File: src/rtl/spi_xfer_pkg.sv
// Shared types and helpers for the SPI byte shift engine.
// Assumes: mode encoding polarity*2+phase; helpers are pure combinational.
package spi_xfer_pkg;

    // Master sequencing states
    typedef enum logic [1:0] {
        M_IDLE = 2'd0,
        M_RUN  = 2'd1,
        M_TAIL = 2'd2
    } mst_state_e;

    // A leading edge samples when phase is 0; a trailing edge samples when phase is 1
    function automatic logic is_sample_edge(input logic leading, input logic cpha);
        return leading ^ cpha;
    endfunction

    // Pick which detected transition is the leading one for a given idle level
    function automatic logic lead_of(input logic rose, input logic fell, input logic cpol);
        return cpol ? fell : rose;
    endfunction

endpackage

File: src/rtl/spi_sync_bank.sv
// Multi-bit chain of flip-flops that brings asynchronous pins into the clock domain.
// Assumes: each bit is independent; STAGES >= 1; RESET_VAL is the inactive level.
module spi_sync_bank #(
    parameter int                WIDTH     = 3,
    parameter int                STAGES    = 2,
    parameter logic [WIDTH-1:0]  RESET_VAL = '0
) (
    input  logic             clk,
    input  logic             rst_n,
    input  logic [WIDTH-1:0] d,
    output logic [WIDTH-1:0] q
);

    logic [WIDTH-1:0] stg [STAGES];

    // Shift the pin values one stage deeper every clock
    always_ff @(posedge clk) begin
        if (!rst_n) begin
            for (int i = 0; i < STAGES; i++) begin
                stg[i] <= RESET_VAL;
            end
        end else begin
            stg[0] <= d;
            for (int i = 1; i < STAGES; i++) begin
                stg[i] <= stg[i-1];
            end
        end
    end

    assign q = stg[STAGES-1];

endmodule

File: src/rtl/spi_clk_div.sv
// Master serial-clock generator: half-period divider plus edge counter.
// Assumes: count_en covers both the toggling phase and the tail wait;
// toggle_en low parks the clock at the polarity level.
module spi_clk_div #(
    parameter int DIV_W = 8,
    parameter int EDGES = 16,
    localparam int EW   = $clog2(EDGES)
) (
    input  logic             clk,
    input  logic             rst_n,
    input  logic             count_en,
    input  logic             toggle_en,
    input  logic             cpol,
    input  logic [DIV_W-1:0] half,
    output logic             tick,
    output logic             sck,
    output logic [EW-1:0]    edge_idx
);

    logic [DIV_W-1:0] cnt;
    logic [DIV_W:0]   cnt_nx;

    // Half-period elapsed; a zero setting behaves like one
    assign cnt_nx = {1'b0, cnt} + {{DIV_W{1'b0}}, 1'b1};
    assign tick   = count_en && (cnt_nx >= {1'b0, half});

    // Divider counter runs only while the sequencer needs timing
    always_ff @(posedge clk) begin
        if (!rst_n) begin
            cnt <= '0;
        end else if (!count_en || tick) begin
            cnt <= '0;
        end else begin
            cnt <= cnt_nx[DIV_W-1:0];
        end
    end

    // Serial clock toggles on ticks, otherwise rests at the idle level
    always_ff @(posedge clk) begin
        if (!rst_n) begin
            sck <= 1'b0;
        end else if (!toggle_en) begin
            sck <= cpol;
        end else if (tick) begin
            sck <= ~sck;
        end
    end

    // Count edges produced in the current transfer
    always_ff @(posedge clk) begin
        if (!rst_n) begin
            edge_idx <= '0;
        end else if (!toggle_en) begin
            edge_idx <= '0;
        end else if (tick) begin
            edge_idx <= edge_idx + EW'(1);
        end
    end

endmodule

File: src/rtl/spi_shift_core.sv
// Transmit and receive shift registers with run-time bit order and a bit counter.
// Assumes: sample and shift strobes never coincide; load wins over all else.
module spi_shift_core #(
    parameter int DATA_W = 8,
    localparam int CW    = $clog2(DATA_W)
) (
    input  logic              clk,
    input  logic              rst_n,
    input  logic              lsb_first,
    input  logic              load,
    input  logic [DATA_W-1:0] load_data,
    input  logic              clr_cnt,
    input  logic              sample,
    input  logic              sample_bit,
    input  logic              shift,
    output logic              out_bit,
    output logic              cnt_zero,
    output logic [DATA_W-1:0] rx_data,
    output logic              done
);

    localparam logic [CW-1:0] LAST = CW'(DATA_W - 1);

    logic [DATA_W-1:0] tx_sr;
    logic [DATA_W-1:0] rx_sr;
    logic [DATA_W-1:0] rx_nx;
    logic [CW-1:0]     bit_cnt;

    // Next receive value with the incoming bit placed per bit order
    assign rx_nx = lsb_first ? {sample_bit, rx_sr[DATA_W-1:1]}
                             : {rx_sr[DATA_W-2:0], sample_bit};

    assign out_bit  = lsb_first ? tx_sr[0] : tx_sr[DATA_W-1];
    assign cnt_zero = (bit_cnt == '0);

    // Transmit register: load, or advance after at least one sample this byte
    always_ff @(posedge clk) begin
        if (!rst_n) begin
            tx_sr <= '0;
        end else if (load) begin
            tx_sr <= load_data;
        end else if (shift && !cnt_zero) begin
            tx_sr <= lsb_first ? (tx_sr >> 1) : (tx_sr << 1);
        end
    end

    // Receive register and bit counter, with completion pulse on the last bit
    always_ff @(posedge clk) begin
        if (!rst_n) begin
            rx_sr   <= '0;
            rx_data <= '0;
            bit_cnt <= '0;
            done    <= 1'b0;
        end else begin
            done <= 1'b0;
            if (load || clr_cnt) begin
                bit_cnt <= '0;
            end else if (sample) begin
                rx_sr <= rx_nx;
                if (bit_cnt == LAST) begin
                    bit_cnt <= '0;
                    rx_data <= rx_nx;
                    done    <= 1'b1;
                end else begin
                    bit_cnt <= bit_cnt + CW'(1);
                end
            end
        end
    end

endmodule

File: src/rtl/spi_xfer_engine.sv
// SPI byte shift engine, master or slave, with run-time polarity, phase and bit order.
// Assumes: cpol, cpha, lsb_first and is_master are held steady during a transfer;
// slave pins are asynchronous and slower than a few system clocks per half-period.
module spi_xfer_engine
    import spi_xfer_pkg::*;
#(
    parameter int DATA_W      = 8,
    parameter int DIV_W       = 8,
    parameter int SYNC_STAGES = 2
) (
    input  logic              clk,
    input  logic              rst_n,
    input  logic              is_master,
    input  logic              cpol,
    input  logic              cpha,
    input  logic              lsb_first,
    input  logic [DIV_W-1:0]  div_half,
    input  logic              start,
    input  logic [DATA_W-1:0] tx_byte,
    output logic [DATA_W-1:0] rx_byte,
    output logic              done,
    output logic              m_sck_o,
    output logic              m_mosi_o,
    input  logic              m_miso_i,
    output logic              m_sel_n_o,
    input  logic              s_sck_i,
    input  logic              s_mosi_i,
    input  logic              s_sel_n_i,
    output logic              s_miso_o,
    output logic              s_miso_oe
);

    localparam int EDGES = 2 * DATA_W;
    localparam int EW    = $clog2(EDGES);

    // ---------------- master sequencing ----------------
    mst_state_e    m_state;
    logic          m_sel_q;
    logic          m_tick;
    logic          m_sck;
    logic [EW-1:0] m_edge;
    logic          m_lead;
    logic          m_last;
    logic          m_go;
    logic          m_sample;
    logic          m_shift;

    spi_clk_div #(
        .DIV_W (DIV_W),
        .EDGES (EDGES)
    ) u_div (
        .clk       (clk),
        .rst_n     (rst_n),
        .count_en  (m_state != M_IDLE),
        .toggle_en (m_state == M_RUN),
        .cpol      (cpol),
        .half      (div_half),
        .tick      (m_tick),
        .sck       (m_sck),
        .edge_idx  (m_edge)
    );

    assign m_lead   = ~m_edge[0];
    assign m_last   = (m_edge == EW'(EDGES - 1));
    assign m_go     = is_master && start && (m_state == M_IDLE);
    assign m_sample = is_master && (m_state == M_RUN) && m_tick &&  is_sample_edge(m_lead, cpha);
    assign m_shift  = is_master && (m_state == M_RUN) && m_tick && !is_sample_edge(m_lead, cpha);

    // Master state machine: idle, clocking 16 edges, then a half-period tail before release
    always_ff @(posedge clk) begin
        if (!rst_n) begin
            m_state <= M_IDLE;
            m_sel_q <= 1'b1;
        end else begin
            case (m_state)
                M_IDLE: begin
                    if (m_go) begin
                        m_state <= M_RUN;
                        m_sel_q <= 1'b0;
                    end
                end
                M_RUN: begin
                    if (m_tick && m_last) begin
                        m_state <= M_TAIL;
                    end
                end
                M_TAIL: begin
                    if (m_tick) begin
                        m_state <= M_IDLE;
                        m_sel_q <= 1'b1;
                    end
                end
                default: begin
                    m_state <= M_IDLE;
                    m_sel_q <= 1'b1;
                end
            endcase
        end
    end

    // ---------------- slave front end ----------------
    logic [2:0] s_sync;
    logic       s_sck;
    logic       s_mosi;
    logic       s_sel_n;
    logic       s_sck_prev;
    logic       s_rose;
    logic       s_fell;
    logic       s_act;
    logic       s_lead;
    logic       s_trail;
    logic       s_sample;
    logic       s_shift;
    logic       s_load;
    logic       cnt_zero;

    spi_sync_bank #(
        .WIDTH     (3),
        .STAGES    (SYNC_STAGES),
        .RESET_VAL (3'b001)
    ) u_sync (
        .clk   (clk),
        .rst_n (rst_n),
        .d     ({s_sck_i, s_mosi_i, s_sel_n_i}),
        .q     (s_sync)
    );

    assign s_sck   = s_sync[2];
    assign s_mosi  = s_sync[1];
    assign s_sel_n = s_sync[0];

    // Remember the previous synchronized clock for edge detection
    always_ff @(posedge clk) begin
        if (!rst_n) begin
            s_sck_prev <= 1'b0;
        end else begin
            s_sck_prev <= s_sck;
        end
    end

    assign s_rose   =  s_sck & ~s_sck_prev;
    assign s_fell   = ~s_sck &  s_sck_prev;
    assign s_act    = !is_master && !s_sel_n;
    assign s_lead   = lead_of(s_rose, s_fell, cpol);
    assign s_trail  = lead_of(s_fell, s_rose, cpol);
    assign s_sample = s_act && (cpha ? s_trail : s_lead);
    assign s_shift  = s_act && (cpha ? s_lead  : s_trail);
    assign s_load   = !is_master && start && cnt_zero;

    // ---------------- shared shifter ----------------
    logic sh_out;

    spi_shift_core #(
        .DATA_W (DATA_W)
    ) u_shift (
        .clk        (clk),
        .rst_n      (rst_n),
        .lsb_first  (lsb_first),
        .load       (m_go || s_load),
        .load_data  (tx_byte),
        .clr_cnt    (!is_master && s_sel_n),
        .sample     (is_master ? m_sample : s_sample),
        .sample_bit (is_master ? m_miso_i : s_mosi),
        .shift      (is_master ? m_shift  : s_shift),
        .out_bit    (sh_out),
        .cnt_zero   (cnt_zero),
        .rx_data    (rx_byte),
        .done       (done)
    );

    assign m_sck_o   = m_sck;
    assign m_mosi_o  = sh_out;
    assign m_sel_n_o = m_sel_q;
    assign s_miso_o  = sh_out;
    assign s_miso_oe = s_act;

endmodule

File: config.mk
export PLATFORM = sky130hd
export DESIGN_NAME = spi_xfer_engine
export DESIGN_NICKNAME = d
export VERILOG_FILES = /design/src/rtl/spi_xfer_pkg.sv /design/src/rtl/spi_sync_bank.sv /design/src/rtl/spi_clk_div.sv /design/src/rtl/spi_shift_core.sv /design/src/rtl/spi_xfer_engine.sv
export SDC_FILE = /design/constraint.sdc
export NUM_CORES = 1
export LEC_CHECK = 0
export ABC_AREA = 1
export ABC_CLOCK_PERIOD_IN_PS = 3600
export BUFFER_PORTS_ARGS = -buffer_cell sky130_fd_sc_hd__buf_4
export CORE_UTILIZATION = 45
export CTS_CLUSTER_DIAMETER = 50
export DETAILED_ROUTE_END_ITERATION = 6
export PLACE_DENSITY = 0.65
export SLEW_MARGIN = 0
export SYNTH_ARGS = -nofsm -noshare
export SYNTH_HDL_FRONTEND = slang
export SYNTH_HIERARCHICAL = 1
export SYNTH_SLANG_ARGS = --single-unit
File: constraint.sdc
create_clock -name clk -period 3.6 [get_ports clk]
set_input_delay 0.18 -clock clk [delete_from_list [all_inputs] [get_ports clk]]
set_output_delay 0.18 -clock clk [all_outputs]
set_load 0.1 [all_outputs]
==> out/qor.csv <==
metric,value,unit
holdPathStages,3,
clock_power_share,0.323,
synth_area_leader_cell,dfxtp_1,
seq_power_share,0.502,
ant_nets,0,
synth_top_area_frac,0.370,
leakagePower,1.65,nW
drive_above_1_share,0.136,
hp-class,in -> reg,
outcome,completed,
holdPathEnd,u_sync/stg[0][0],
endpoint_kind,flip-flop,
grt_antenna_before_repair,0,
reg2regPathDepth,22,
clock.fmax,0.319,GHz
fin_setup_tns,0,ns
r2r_start,u_div/cnt[0],
routedWlPerCell,9.94,um
area_growth,14.6,%
path_class,reg -> reg,
layout_setup_ws,0.463,ns
synth_cell_types,30,
syn_area,0.00276,mm2
drt_iter0_drc,176,
cts_buffer_depth,2,
switching_share,0.278,
relSlewSlack,0.705,
htree_levels,2,
io_buffers,40,
ir_worst_vdd,163,uV
ys_ff_latch,51,
min_from,s_sel_n_i,
final_util,0.535,
critical_path_peak_fanout,10,
fp-row-count,28,
die_height,80.4,um
drc_errors,0,
syn_nets,448,
holdWs,0.0364,ns
ios,41,
synthFlopType,dfxtp_1,
synthTopCellsByArea,"dfxtp_1 (37%), nand2_1 (16%), nand3_1 (8.0%)",
place_worst_setup_slack,0.472,ns
synth-edff-count,0,
insertion_delay,0.30,ns
grt_pass1_vias,2099,
cts_tree,built,
dp.cells,509,
globalplace.congestion,0.784,
ys_top_cells_by_count,"nand2_1 (121), inv_1 (57), dfxtp_1 (51)",
drt_first_pass_iters,4,
ys_warn_count,6,
crit_required,3.84,ns
grt_pass1_wl,8.71,mm
post_drt_via_cell_ratio,4.65,
layout.cells.non_filler,516,
clock_skew,0.00710,ns
reg2reg_to,u_shift/rx_sr[7],
r2r_slack,0.46,ns
die_area,0.00646,mm2
vias,2401,
period_share,0.871,
grt_max_degree,46,
cts.reportedPaths.clkPinSlew,0.09,ns
netlist_instances,408,
power_density,374,mW/mm2
syn_area_per_cell,6.77,um2
globalRouteOverflowTotal,0,
start_util,0.467,
hpwl,3.74,mm
nNetsFinal,481,
finalHoldViolations,0,
slew_violations,0,
yosysMostFrequentCell,nand2_1,
core_region_area,0.00592,mm2
worstSetupStartpoint,u_div/cnt[0],
cts_resized,0,
max-cap-violations,0,
worstMarginPinSlew,0.443,ns
power.share.combinational,0.175,
worstSetupStartpointType,flip-flop,
period_minus_slack,3.14,ns
route.final.wire_length,5.13,mm
post_cts_buffers,0,
grt_util_all_layers,0.171,
rsz0062_at_grt,no,
synth-seq-area-share,0.370,
synthArstFlopShare,0,
ctsHoldBuffers,0,
cts_buffers,5,
setup_viol,0,
cts_root_buf,clkbuf_8,
crit_arrival,3.37,ns
chipWidth,80.4,um
cts_sinks,51,
n_antenna_cell,0,
p_sw,329,uW
power.internal,856,uW
worst max-delay path: stages (launching register included):
cell and delay [ns]:
dfxtp_1 0.38, ha_1 0.22, nand3_2 0.12, xor2_1 0.20, inv_1 0.07, ha_1 0.29, nand2_1 0.07, nor2_1 0.10
nand2_1 0.05, nand3_1 0.06, nand2_1 0.05, nand2_1 0.05, nand2_1 0.07, nand2_2 0.12, nand2_4 0.08, clkinv_4 0.07
nand3_1 0.07, or2_1 0.21, nand2_1 0.20, nand2_4 0.14, inv_1 0.22, nand2_1 0.08, a21oi_1 0.12
placed cells by master (no fill, tap or decap), drive strengths merged:
master / Yosys / routed
nand3: 45 / 45
nand4: 2 / 2
or2: 1 / 1
clkinv: 1 / 1
a41oi: 1 / 1
o21ai: 19 / 19
nand2: 125 / 125
bufinv: 0 / 1
nor2: 52 / 52
a21oi: 11 / 11
xnor2: 1 / 1
a21boi: 1 / 1
nor3: 1 / 1
buf: 13 / 40
a211oi: 1 / 1
inv: 59 / 59
nand3b: 3 / 3
dfxtp: 51 / 51
ha: 13 / 13
xor2: 7 / 7
clkbuf: 1 / 6
kinds of logic after synthesis:
family | count (synthesis) | share of synthesized area
buffers and inverters | 74 | 0.117
AND/OR/NAND/NOR | 229 | 0.362
AO/OA/AOI/OAI | 33 | 0.0670
flip-flops | 51 | 0.370
XOR/XNOR | 8 | 0.0254
adder cells (fa/ha/maj) | 13 | 0.0589
per-layer routing:
layer  routed length [um]  GRT usage
met1                 2490      0.209
met2                 2380      0.293
met3                  218     0.0386
met4                   38     0.0554
met5                    0          0
layout make-up:
class | instances | area [um2]
Inverter | 60 | 230
Sequential cell | 51 | 1020
Clock buffer | 6 | 72.6
Timing Repair Buffer | 40 | 300
Tap cell | 75 | 93.8
Fill cell | 587 | 2760
Multi-Input combinational cell | 283 | 1420
Clock inverter | 1 | 30.0
worst max-delay path by stage:
stage                         endpoint  slack (ns)  depth (start not counted)
floorplan                     s_miso_o        0.18                          4
global placement    u_shift/rx_data[7]        0.62                         22
detailed placement    u_shift/rx_sr[7]        0.47                         22
CTS                   u_shift/rx_sr[7]        0.44                         22
global route          u_shift/rx_sr[7]        0.07                         22
finish                u_shift/rx_sr[7]        0.46                         22
metrics by stage:
stage	total power [mW]	area, um2
after floorplan	0.768	2760
after global placement	0.816	3060
after detailed placement	0.818	3060
after CTS	1.20	3170
after global routing	1.25	3170
final	1.19	3170
power groups by stage:
stage	clock network (mW)	registers, mW	logic (mW)
floorplan	0	0.627	0.141
global placement	0	0.608	0.208
detailed placement	0	0.608	0.210
CTS	0.396	0.595	0.210
global route	0.419	0.599	0.236
finish	0.382	0.595	0.208
registers in the layout, summed over array words and instances, names as in the netlist, 2 cells and up:
| name | count |
|---|---|
| u_div/edge_idx | 4 |
| u_shift/tx_sr | 8 |
| u_sync/stg | 6 |
| u_shift/bit_cnt | 3 |
| u_shift/rx_data | 8 |
| u_shift/rx_sr | 8 |
| m_state | 2 |
| u_div/cnt | 8 |
Note: power is estimated with default switching activity, not from simulation.
